## src/rtl/bhc_pkg.sv

```systemverilog
package bhc_pkg;

    typedef enum logic [1:0] {
        ST_RUN      = 2'd0,
        ST_RECHARGE = 2'd1,
        ST_SKIP     = 2'd2,
        ST_HICCUP   = 2'd3
    } bhc_state_e;

    function automatic int ceil_div(input int num, input int den);
        return (num + den - 1) / den;
    endfunction

    function automatic int max_int(input int a, input int b);
        return (a > b) ? a : b;
    endfunction

endpackage

```

## src/rtl/bhc_counter.sv

```systemverilog
module bhc_counter #(
    parameter int MAXV = 4,
    parameter int W    = $clog2(MAXV + 1)
) (
    input  logic         clk,
    input  logic         rst_n,
    input  logic         clr,
    input  logic         start,
    input  logic         inc,
    output logic [W-1:0] count
);

    localparam logic [W-1:0] TOP = W'(MAXV);

    always_ff @(posedge clk or negedge rst_n) begin
        if (!rst_n) begin
            count <= '0;
        end else if (clr) begin
            count <= '0;
        end else if (start) begin
            count <= W'(1);
        end else if (inc && (count != TOP)) begin
            count <= count + W'(1);
        end
    end

endmodule

```

## src/rtl/bhc_pulse_timer.sv

```systemverilog
module bhc_pulse_timer #(
    parameter int PULSE_CLKS = 4
) (
    input  logic clk,
    input  logic rst_n,
    input  logic start,
    output logic pulse
);

    localparam int PW = $clog2(PULSE_CLKS + 1);
    localparam logic [PW-1:0] LOAD = PW'(PULSE_CLKS);

    logic [PW-1:0] remain_q;

    always_ff @(posedge clk or negedge rst_n) begin
        if (!rst_n) begin
            remain_q <= '0;
        end else if (start) begin
            remain_q <= LOAD;
        end else if (remain_q != '0) begin
            remain_q <= remain_q - PW'(1);
        end
    end

    assign pulse = (remain_q != '0);

    AST_PULSE_COUNTDOWN: assert property (@(posedge clk) disable iff (!rst_n)
        (remain_q != '0 && !start) |=> (remain_q == PW'($past(remain_q) - PW'(1))));

    AST_PULSE_LOAD: assert property (@(posedge clk) disable iff (!rst_n)
        start |=> (remain_q == LOAD));

endmodule

```

## src/rtl/boot_recharge_ctrl.sv

```systemverilog
module boot_recharge_ctrl
    import bhc_pkg::*;
#(
    parameter int CLK_MHZ      = 50,
    parameter int PULSE_NS     = 75,
    parameter int BURST_LEN    = 4,
    parameter int SKIP_TICKS   = 12,
    parameter int MAX_SETS     = 4,
    parameter int HICCUP_TICKS = 512
) (
    input  logic clk,
    input  logic rst_n,
    input  logic cyc_tick,
    input  logic boot_uv,
    output logic force_lo,
    output logic sw_inhibit,
    output logic pgood_low,
    output logic ss_discharge
);

    localparam int PULSE_RAW  = ceil_div(PULSE_NS * CLK_MHZ, 1000);
    localparam int PULSE_CLKS = max_int(PULSE_RAW, 1);
    localparam int GAP_MAX    = max_int(SKIP_TICKS, HICCUP_TICKS);
    localparam int BW         = $clog2(BURST_LEN + 1);
    localparam int SW         = $clog2(MAX_SETS + 1);
    localparam int GW         = $clog2(GAP_MAX + 1);

    localparam logic [BW-1:0] BURST_FULL = BW'(BURST_LEN);
    localparam logic [SW-1:0] SET_LAST   = SW'(MAX_SETS - 1);
    localparam logic [GW-1:0] SKIP_END   = GW'(SKIP_TICKS);
    localparam logic [GW-1:0] HIC_END    = GW'(HICCUP_TICKS);

    bhc_state_e    state_q, state_d;
    logic [BW-1:0] burst_cnt;
    logic [SW-1:0] set_cnt;
    logic [GW-1:0] gap_cnt;

    logic b_clr, b_start, b_inc;
    logic s_clr, s_inc;
    logic g_clr, g_start, g_inc;
    logic fire;

    // Consecutive forced-pulse ticks within the current burst
    bhc_counter #(.MAXV(BURST_LEN), .W(BW)) u_burst (
        .clk   (clk),
        .rst_n (rst_n),
        .clr   (b_clr),
        .start (b_start),
        .inc   (b_inc),
        .count (burst_cnt)
    );

    // Completed bursts since the flag last cleared
    bhc_counter #(.MAXV(MAX_SETS), .W(SW)) u_sets (
        .clk   (clk),
        .rst_n (rst_n),
        .clr   (s_clr),
        .start (1'b0),
        .inc   (s_inc),
        .count (set_cnt)
    );

    // Ticks spent in the skip gap or the hiccup off-time
    bhc_counter #(.MAXV(GAP_MAX), .W(GW)) u_gap (
        .clk   (clk),
        .rst_n (rst_n),
        .clr   (g_clr),
        .start (g_start),
        .inc   (g_inc),
        .count (gap_cnt)
    );

    bhc_pulse_timer #(.PULSE_CLKS(PULSE_CLKS)) u_pulse (
        .clk   (clk),
        .rst_n (rst_n),
        .start (fire),
        .pulse (force_lo)
    );

    // Next-state and counter control, evaluated only on a tick
    always_comb begin
        state_d = state_q;
        b_clr   = 1'b0;
        b_start = 1'b0;
        b_inc   = 1'b0;
        s_clr   = 1'b0;
        s_inc   = 1'b0;
        g_clr   = 1'b0;
        g_start = 1'b0;
        g_inc   = 1'b0;
        fire    = 1'b0;
        if (cyc_tick) begin
            unique case (state_q)
                ST_RUN: begin
                    if (boot_uv) begin
                        fire    = 1'b1;
                        b_start = 1'b1;
                        state_d = ST_RECHARGE;
                    end
                end
                ST_RECHARGE: begin
                    if (!boot_uv) begin
                        b_clr   = 1'b1;
                        s_clr   = 1'b1;
                        g_clr   = 1'b1;
                        state_d = ST_RUN;
                    end else if (burst_cnt != BURST_FULL) begin
                        fire  = 1'b1;
                        b_inc = 1'b1;
                    end else if (set_cnt == SET_LAST) begin
                        b_clr   = 1'b1;
                        s_clr   = 1'b1;
                        g_start = 1'b1;
                        state_d = ST_HICCUP;
                    end else begin
                        b_clr   = 1'b1;
                        s_inc   = 1'b1;
                        g_start = 1'b1;
                        state_d = ST_SKIP;
                    end
                end
                ST_SKIP: begin
                    if (!boot_uv) begin
                        b_clr   = 1'b1;
                        s_clr   = 1'b1;
                        g_clr   = 1'b1;
                        state_d = ST_RUN;
                    end else if (gap_cnt == SKIP_END) begin
                        fire    = 1'b1;
                        b_start = 1'b1;
                        g_clr   = 1'b1;
                        state_d = ST_RECHARGE;
                    end else begin
                        g_inc = 1'b1;
                    end
                end
                ST_HICCUP: begin
                    if (gap_cnt == HIC_END) begin
                        b_clr   = 1'b1;
                        s_clr   = 1'b1;
                        g_clr   = 1'b1;
                        state_d = ST_RUN;
                    end else begin
                        g_inc = 1'b1;
                    end
                end
            endcase
        end
    end

    // State register
    always_ff @(posedge clk or negedge rst_n) begin
        if (!rst_n) begin
            state_q <= ST_RUN;
        end else begin
            state_q <= state_d;
        end
    end

    // Outputs decoded from the registered state
    always_comb begin
        sw_inhibit   = 1'b0;
        pgood_low    = 1'b0;
        ss_discharge = 1'b0;
        unique case (state_q)
            ST_RUN:      sw_inhibit = 1'b0;
            ST_RECHARGE: sw_inhibit = 1'b0;
            ST_SKIP:     sw_inhibit = 1'b1;
            ST_HICCUP: begin
                sw_inhibit   = 1'b1;
                pgood_low    = 1'b1;
                ss_discharge = 1'b1;
            end
        endcase
    end

    AST_PULSE_NEEDS_TICK: assert property (@(posedge clk) disable iff (!rst_n)
        $rose(force_lo) |-> $past(cyc_tick && boot_uv));

    AST_BURST_BOUND: assert property (@(posedge clk) disable iff (!rst_n)
        burst_cnt <= BURST_FULL);

    AST_SET_BOUND: assert property (@(posedge clk) disable iff (!rst_n)
        set_cnt <= SET_LAST);

    AST_HICCUP_NO_PULSE: assert property (@(posedge clk) disable iff (!rst_n)
        $rose(force_lo) |-> !ss_discharge);

    AST_UV_CLEAR_RESETS: assert property (@(posedge clk) disable iff (!rst_n)
        (cyc_tick && !boot_uv && !ss_discharge) |=> (burst_cnt == '0 && set_cnt == '0 && !sw_inhibit));

    AST_HICCUP_EXIT: assert property (@(posedge clk) disable iff (!rst_n)
        $fell(ss_discharge) |-> $past(cyc_tick && gap_cnt == HIC_END));

    AST_SS_IMPLIES_INHIBIT: assert property (@(posedge clk) disable iff (!rst_n)
        ss_discharge |-> (sw_inhibit && pgood_low));

endmodule

```

## config.mk

```make
export PLATFORM = sky130hd
export DESIGN_NAME = boot_recharge_ctrl
export DESIGN_NICKNAME = d
export VERILOG_FILES = /design/src/rtl/bhc_pkg.sv /design/src/rtl/bhc_counter.sv /design/src/rtl/bhc_pulse_timer.sv /design/src/rtl/boot_recharge_ctrl.sv
export SDC_FILE = /design/constraint.sdc
export NUM_CORES = 1
export LEC_CHECK = 0
export BUFFER_PORTS_ARGS = -buffer_cell sky130_fd_sc_hd__buf_4
export CORE_ASPECT_RATIO = 2
export CORE_MARGIN = 4
export CORE_UTILIZATION = 26
export DETAILED_ROUTE_END_ITERATION = 7
export HOLD_SLACK_MARGIN = 0.06
export PLACE_DENSITY_LB_ADDON = 0.15
export SETUP_SLACK_MARGIN = 0.3
export SLEW_MARGIN = 10
export SYNTH_ARGS = -nofsm -noshare
export SYNTH_HDL_FRONTEND = slang
export SYNTH_HIERARCHICAL = 1
export SYNTH_SLANG_ARGS = --single-unit
```

## constraint.sdc

```tcl
create_clock -name clk -period 3.45 [get_ports clk]
set_input_delay 0.1725 -clock clk [delete_from_list [all_inputs] [get_ports clk]]
set_output_delay 0.1725 -clock clk [all_outputs]
set_load 0.05 [all_outputs]
```

==> results.ini, run 1 <==
[status]
status=complete, no violations

[clock_network]
htreeDepth=1
cts_sinks=21
cts_resized=0
clk_pin_slew_ps=80
cts_buffer_depth=2
clk-insertion-delay-late_ps=260
cts_root_buf=clkbuf_8
cts_inserted_buffers=3
cts_tree=done

[timing]
fin_crit_sh_pct=80.5
hold_violations=0
setup-tns-final_ps=0
fmax_ghz=0.360
relSlewSlack_pct=48.9
worst_pin_slew_ps=767
finalCriticalPeriod_ps=2780
rsz0062_at_grt=no
finalSetupViolCount=0
skew_ps=1.47
holdWs_ps=249
final_max_slew_viol_count=0

[floorplanning]
start_util_pct=27.2
design.die.area_um2=7120
dieHeight_um=115
rows=38
ios=8
die_w_um=61.7
core_um2=5520

[placement]
gp_congestion=0.726
io_buffers=7
hpwl_mm=2.67
placed_cell_area_um2=1610

[finish]
post-route-util_pct=30.3
stdcell_area_um2=1670
syn_to_final_growth_pct=11.4
antenna_cells=0
layout.nets=185
drive_gt1_share_pct=14.5
fillers=583

[yosys]
syn_avg_cell_area_um2=9.25
yosysTopAreaCellShare_pct=35.1
synth.area.top_cells=dfrtp_1 (35%), ha_1 (6.7%), inv_1 (4.3%), a21boi_4 (2.5%), o31ai_1 (2.5%)
synth_area_leader_cell=dfrtp_1
synth.cell_area_um2=1500
synth_edf_count=0
netlist-cell-type-count=51
synth-main-ff-cell=dfrtp_1
synth.most_common_cell=dfrtp_1
synthTopCellsByCount=dfrtp_1 (21), inv_1 (17), nand2_1 (9)
synth_cells=162
ys_async_sr_fraction_pct=100
synth_warnings=6
yosysSeqAreaShare_pct=35.1
ys_ff_latch=21

[global_route]
grt_pass1_vias=1294
antenna_found_initial=0
grt_max_degree=22
track_usage_pct=10.8
grt_pass1_wl_mm=5.90
grt_remaining_overflow=0

[detailed_routing]
drtAntennaViolNets=0
num_vias=1237
avgViaCountPerCell=5.33
wl_per_cell_um=15.0
drc=0
first_iter_violations=48
postRouteWirelength_mm=3.49
dr.pass1.iters=4

[critical_path]
cp_slowest_cell=a21oi_1
path_max_fanout=10
critPathMaxStageDelay_ps=630
cp-start-kind=flop
cp.required_ps=3630
critPathKind=flop to flop
cp_data_arrival_time_ps=2960
endpoint_kind=flop
cp_cell_sequence=or3_1 > or4_4 > nand2_1 > a21oi_1 > nand4_1 > or4_1 > a21boi_0
r2r_slack_ps=670

[power]
vdd_drop_max_mv=0.303
power_density_nw_per_um2=603
p_leak_nw=0.712
fin_total_pwr_mw=1.01

[job]
cap_violations=0

[min_path]
hold_class=input port to flop

[worst max-delay path, delay by kind of cell, from the launching register on]
family / cells / cell delay (ps)
AND/OR/NAND/NOR: 5 / 1390
AO/OA/AOI/OAI: 2 / 810
flip-flops: 1 / 490
[flip-flops by register name, indices dropped and copies added (netlist names)]
signal	cells
u_burst/count	3
state_q	2
u_gap/count	10
u_pulse/remain_q	3
u_sets/count	3
[metrics by stage]
step | setup slack (ps) | cells
floorplan | 681 | 165
global placement | 750 | 227
detailed placement | 695 | 227
CTS | 667 | 232
finish | 673 | 232
global route | 438 | 232
[path summary, 6_finish.rpt]
check,startpoint,to,cells after the start
hold / removal,cyc_tick,state_q[0],3
setup reg to reg,u_gap/count[5],u_gap/count[9],7
min in group asynchronous,rst_n,u_pulse/remain_q[2],2
max in group asynchronous,rst_n,state_q[1],2
hold reg to reg,u_gap/count[7],u_gap/count[7],2
setup / recovery,u_gap/count[5],u_gap/count[9],7
[per-layer routing]
layer	routed length [µm]	vias up	share of wire [%]	global-route usage (%)
li1	-	610	-	-
met1	1380	598	39	11.7
met2	1900	21	55	19.0
met3	102	8	2.9	1.91
met4	108	0	3.1	5.52
met5	0	-	0	0
[placed cells by master (no fill, tap or decap), types with 5 or more instances in the layout]
| master | synthesis | layout |
|---|---|---|
| nand2_1 | 9 | 9 |
| a21oi_1 | 7 | 7 |
| or3_1 | 5 | 5 |
| nor3_1 | 7 | 7 |
| o31ai_1 | 5 | 5 |
| dfrtp_1 | 21 | 21 |
| nand3_1 | 5 | 5 |
| buf_4 | 1 | 7 |
| inv_1 | 17 | 17 |
| nor2_1 | 8 | 8 |
| ha_1 | 8 | 8 |
[logic make-up after synthesis]
kind of cell / count (synthesis) / synth area share, %
flip-flops: 21 / 35.1
XOR/XNOR: 4 / 2.34
other: 1 / 0.250
adder cells (fa/ha/maj): 8 / 6.68
buffers and inverters: 22 / 5.84
AO/OA/AOI/OAI: 36 / 19.7
multiplexers: 3 / 2.09
AND/OR/NAND/NOR: 67 / 28.0
[where the power goes]
| group | switching, mW | leakage [nW] | internal [mW] | total [mW] |
|---|---|---|---|---|
| sequential | 0.0739 | 0.276 | 0.304 | 0.378 |
| combinational | 0.265 | 0.414 | 0.197 | 0.462 |
| clock | 0.0836 | 0.0228 | 0.0823 | 0.166 |
| total | 0.423 | 0.712 | 0.583 | 1.01 |
[cell type report]
| cell class | instances | area [µm²] | area share (%) |
|---|---|---|---|
| Clock buffer | 4 | 45.0 | 2.70 |
| Inverter | 17 | 63.8 | 3.82 |
| Multi-Input combinational cell | 122 | 897 | 53.7 |
| Sequential cell | 21 | 526 | 31.5 |
| Tap cell | 60 | 75.1 | 4.50 |
| Timing Repair Buffer | 8 | 62.6 | 3.75 |
[timing repair]
item,in CTS,in global routing
setup buffers,0,0
hold buffers,1,0
endpoints found under the hold margin,21,0
Power figures use the tool's default switching activity.
==> run 2, diff against run 1 <==
Clock period 3.45 ns to 2.5 ns, I/O delays scaled along.
==> run 2 against run 1 <==
Flip-flop and latch count unchanged. Utilization up 4.7 points. Register-to-register slack worse by 590 ps. Largest power group unchanged. Highest routed layer unchanged.
==> results.ini, run 2 (same netlist as run 1, synthesis figures left out) <==
[status]
status=complete, no violations

[timing]
skew_ps=3.86
relSlewSlack_pct=54.4
fin_crit_sh_pct=96.7
finalSetupViolCount=0
final_max_slew_viol_count=0
hold_violations=0
worst_pin_slew_ps=681
setup-tns-final_ps=0
finalCriticalPeriod_ps=2420
rsz0062_at_grt=yes
fmax_ghz=0.414

[clock_network]
cts_tree=done
clk_pin_slew_ps=90
cts_buffer_depth=2
htreeDepth=1
cts_root_buf=clkbuf_8
cts_sinks=21
clk-insertion-delay-late_ps=270
cts_inserted_buffers=3

[critical_path]
critPathMaxStageDelay_ps=530
r2r_start=u_gap/count[8]
cp.required_ps=2650
cp_cell_sequence=or4_4 > or4_4 > and2_4 > and4b_4 > nor4b_4 > a41oi_2 > nand3_1
path_max_fanout=7
endpoint_kind=flop
r2r_slack_ps=80
critPathKind=flop to flop
worstRegToRegCells=7
cp_data_arrival_time_ps=2570
cp_slowest_cell=or4_4
cpMostUsedCell=or4_4
reg2reg_to=u_gap/count[1]
cp-start-kind=flop

[finish]
layout_common_cells=buf_4 (27), dfrtp_1 (21), inv_1 (15), nand2_1 (9), ha_1 (8)
final_cells=252
antenna_cells=0
syn_to_final_growth_pct=28.7
layout.nets=205
multi_input_area_um2=1010
final_common_cell=buf_4
drive_gt1_share_pct=30.7
regMostFlops=u_gap/count
regArea_um2=526
largest_reg_flops=10
fillers=592

[min_path]
worstHoldEndpoint=state_q[0]
min_from=cyc_tick
hold_class=input port to flop
holdPathStages=3

[floorplanning]
core_um2=5520
start_util_pct=27.2
rows=38
die_w_um=61.7
dieHeight_um=115
ios=8
design.die.area_um2=7120

[job]
cap_violations=0

[placement]
hpwl_mm=2.85
gp_congestion=0.711
dpl.cell_count=237
io_buffers=7

[power]
power_density_nw_per_um2=811
p_leak_nw=0.837
vdd_drop_max_mv=0.366

[detailed_routing]
dr.pass1.iters=4
wl_per_cell_um=14.9
avgViaCountPerCell=5.25
drc=0
drtAntennaViolNets=0
num_vias=1322
postRouteWirelength_mm=3.75
first_iter_violations=27

[global_route]
grt_pass1_wl_mm=6.18
grt_pass1_vias=1365
grt_max_degree=22
antenna_found_initial=0
grt_remaining_overflow=0
track_usage_pct=11.4

run 2: cell count changes in the layout (fill, tap and decap cells not counted), moves of 2 or more:
cell      change
a21boi_0      -3
nor4b_1       -2
nor3_2        +2
nor2_1        -2
o31ai_1       -2
nor4b_4       +2
inv_1         -2
buf_4        +20
nor2_4        +2
nor3_1        -3
inv_2         +2
a21boi_1      +3
run 2: area by class of cell:
cell class,instances,share of cell area (%)
Multi-Input combinational cell,122,52.2
Inverter,17,3.31
Clock buffer,4,2.33
Timing Repair Buffer,28,11.0
Tap cell,60,3.89
Sequential cell,21,27.2
run 2: how the worst max path moves through the flow:
| stage | start | cells past startpoint | endpoint | slack, ps |
|---|---|---|---|---|
| floorplan | u_gap/count[8] | 7 | u_gap/count[1] | 190 |
| global placement | u_gap/count[8] | 7 | u_gap/count[1] | 80 |
| detailed placement | u_gap/count[8] | 7 | u_gap/count[8] | 40 |
| CTS | u_gap/count[6] | 7 | u_gap/count[1] | 110 |
| global route | u_gap/count[8] | 7 | u_gap/count[1] | 10 |
| finish | u_gap/count[8] | 7 | u_gap/count[1] | 80 |
run 2: routing by layer:
metal | track usage, % | wire [µm] | vias up
li1 | - | - | 655
met1 | 11.8 | 1460 | 646
met2 | 21.3 | 2140 | 15
met3 | 1.80 | 74 | 6
met4 | 4.53 | 65 | 0
met5 | 0 | 0 | -
run 2: repair_timing:
action                                  CTS  global route
setup buffers                             2             8
hold endpoints to repair                 21             0
hold buffers                              1             0
pin swaps                                 4            12
resized for setup                         7             9
endpoints found under the setup margin   12            13
run 2: critical path, delay by kind of cell, from the launching register on:
| kind | cells | cell delay (ps) |
|---|---|---|
| flip-flops | 1 | 390 |
| AND/OR/NAND/NOR | 6 | 1720 |
| AO/OA/AOI/OAI | 1 | 170 |
run 2: power by group:
part | internal, mW | switching, mW | leakage (nW)
Sequential | 0.419 | 0.0730 | 0.276
Clock | 0.114 | 0.125 | 0.0228
Combinational | 0.372 | 0.460 | 0.539
Total | 0.906 | 0.658 | 0.837
run 2: metrics by stage:
step                instance area, µm²  util [%]  total power, mW  setup slack [ps]  hold slack (ps)
finish                            1930      35.0             1.56              81.9              189
global route                      1930      35.0             1.68              13.0              192
CTS                               1810      32.9             1.51               105              182
detailed placement                1730      31.3             1.25              40.0             40.3
global placement                  1730      31.3             1.23              78.1             42.0
floorplan                         1550         -             1.06               195             -171
==> run 3, diff against run 2 <==
Settings changed: CORE_MARGIN 4 to 3, CORE_UTILIZATION 26 to 40.
==> run 3 against run 2 <==
Highest routed layer unchanged. Cell area decreased by 3.0%. Maximum frequency rose by 2.6%. Utilization is 19 points higher. Via count is 4.7% higher.
==> results.ini, run 3 (same netlist as run 1, synthesis figures left out) <==
[floorplanning]
rows=30
core_um2=3490
dieHeight_um=92.6
start_util_pct=42.9
die_w_um=49.3
ios=8
design.die.area_um2=4560

[finish]
syn_to_final_growth_pct=24.8
drive_gt1_share_pct=28.3
final_cells=239
layout.nets=204
final_common_cell=buf_4
regMostFlops=u_gap/count
fillers=326
layout_common_cells=buf_4 (26), dfrtp_1 (21), inv_1 (15), nand2_1 (9), ha_1 (8)
antenna_cells=0
largest_reg_flops=10
stdcell_area_um2=1870

[timing]
finalCriticalPeriod_ps=2360
hold_violations=0
fmax_ghz=0.424
finalSetupViolCount=0
fin_crit_sh_pct=94.3
skew_ps=2.09
rsz0062_at_grt=yes
setup_slack_ps=142
final_max_slew_viol_count=0
setup-tns-final_ps=0

[clock_network]
cts_inserted_buffers=3
cts_sinks=21
clk-insertion-delay-late_ps=270
cts_root_buf=clkbuf_8
cts_buffer_depth=2
cts_tree=done
clk_pin_slew_ps=80
htreeDepth=1

[placement]
gp_congestion=0.926
placed_cell_area_um2=1700
pre_cts_ws_ps=67.2
io_buffers=7
dpl.cell_count=223
hpwl_mm=2.81

[detailed_routing]
drtAntennaViolNets=0
wl_per_cell_um=16.0
drc=0
num_vias=1384
avgViaCountPerCell=5.79
first_iter_violations=35
postRouteWirelength_mm=3.84
dr.pass1.iters=4

[critical_path]
cp_data_arrival_time_ps=2510
path_delay_family=simple AND/OR/NAND/NOR gates
critPathKind=flop to flop
cp_cell_sequence=or4_4 > or4_4 > and2_4 > and4b_4 > or3b_4 > or4_1 > nand3_1
path_buf_inv=0
critPathMaxStageDelay_ps=540
cp-start-kind=flop
cp.required_ps=2650
cpMostUsedCell=or4_4
cp_slowest_cell=or4_4
endpoint_kind=flop
path_max_fanout=8

[global_route]
grt_pass1_wl_mm=6.41
antenna_found_initial=0
met3_usage_pct=2.58
grt_remaining_overflow=0
grt_pass1_vias=1500
grtUsageMet1_pct=15.9
track_usage_pct=17.8
busiest_layer=met2
grt_max_degree=22
use_met2_pct=35.4

[min_path]
hold_class=input port to flop

[power]
pwr-share-comb_pct=52.1
p_sw_mw=0.660
vdd_drop_max_mv=0.397
power_density_nw_per_um2=825
p_leak_nw=0.825
seq_power_share_pct=32.8
p_int_mw=0.884
pwr-share-clk_pct=15.1
swShare_pct=42.7

[job]
cap_violations=0

[status]
status=complete, no violations

==> run 3: changes by cell type in the layout (fill, tap and decap cells not counted), sizes merged <==
cell | previous run | this run
buf | 27 | 26
==> run 3: path summary, 6_finish.rpt <==
path / start / endpoint / slack [ps] / cells after the start
setup reg to reg: u_gap/count[7] / u_gap/count[1] / 140 / 7
hold / removal: cyc_tick / state_q[0] / 190 / 3
hold reg to reg: u_gap/count[9] / u_gap/count[9] / 620 / 2
max in group asynchronous: rst_n / u_burst/count[1] / 1960 / 2
min in group asynchronous: rst_n / u_sets/count[2] / 310 / 2
setup / recovery: u_gap/count[7] / u_gap/count[1] / 140 / 7
==> run 3: through the flow <==
stage / power, mW / util [%] / hold slack (ps)
2_1_floorplan: 1.06 / - / -171
3_3_place_gp: 1.21 / 48.6 / 29.4
3_5_place_dp: 1.24 / 48.6 / 32.9
4_1_cts: 1.50 / 51.4 / 186
5_1_grt: 1.65 / 53.6 / 196
6_report: 1.54 / 53.6 / 195
==> run 3: routing by layer <==
metal | share of wire (%) | up-vias
li1 | - | 649
met1 | 35 | 685
met2 | 58 | 33
met3 | 2.8 | 17
met4 | 4.3 | 0
met5 | 0 | -
==> run 3: cell type report <==
cell class | instances | area [µm²] | share of cell area, %
Sequential cell | 21 | 526 | 28.1
Tap cell | 48 | 60.1 | 3.21
Timing Repair Buffer | 27 | 205 | 11.0
Multi-Input combinational cell | 122 | 971 | 51.9
Clock buffer | 4 | 45.0 | 2.41
Inverter | 17 | 63.8 | 3.41
==> run 3: power groups by stage <==
stage / clock [mW] / sequential, mW / combinational, mW
2_1_floorplan: 0 / 0.500 / 0.558
3_3_place_gp: 0 / 0.507 / 0.702
3_5_place_dp: 0 / 0.513 / 0.730
4_1_cts: 0.242 / 0.506 / 0.753
5_1_grt: 0.258 / 0.520 / 0.874
6_report: 0.233 / 0.507 / 0.805
==> run 3: timing repair <==
item | 4_1_cts | 5_1_grt
pin swaps | 5 | 7
setup endpoints to repair | 12 | 13
buffers inserted | 4 | 7
endpoints found under the hold margin | 21 | 0
hold buffers | 1 | 0
gates resized for setup | 7 | 4
==> run 3: tightest hold or removal path, stage by stage <==
cell,delay [ps]
buf_4,140
nand2_1,60
a211o_2,110
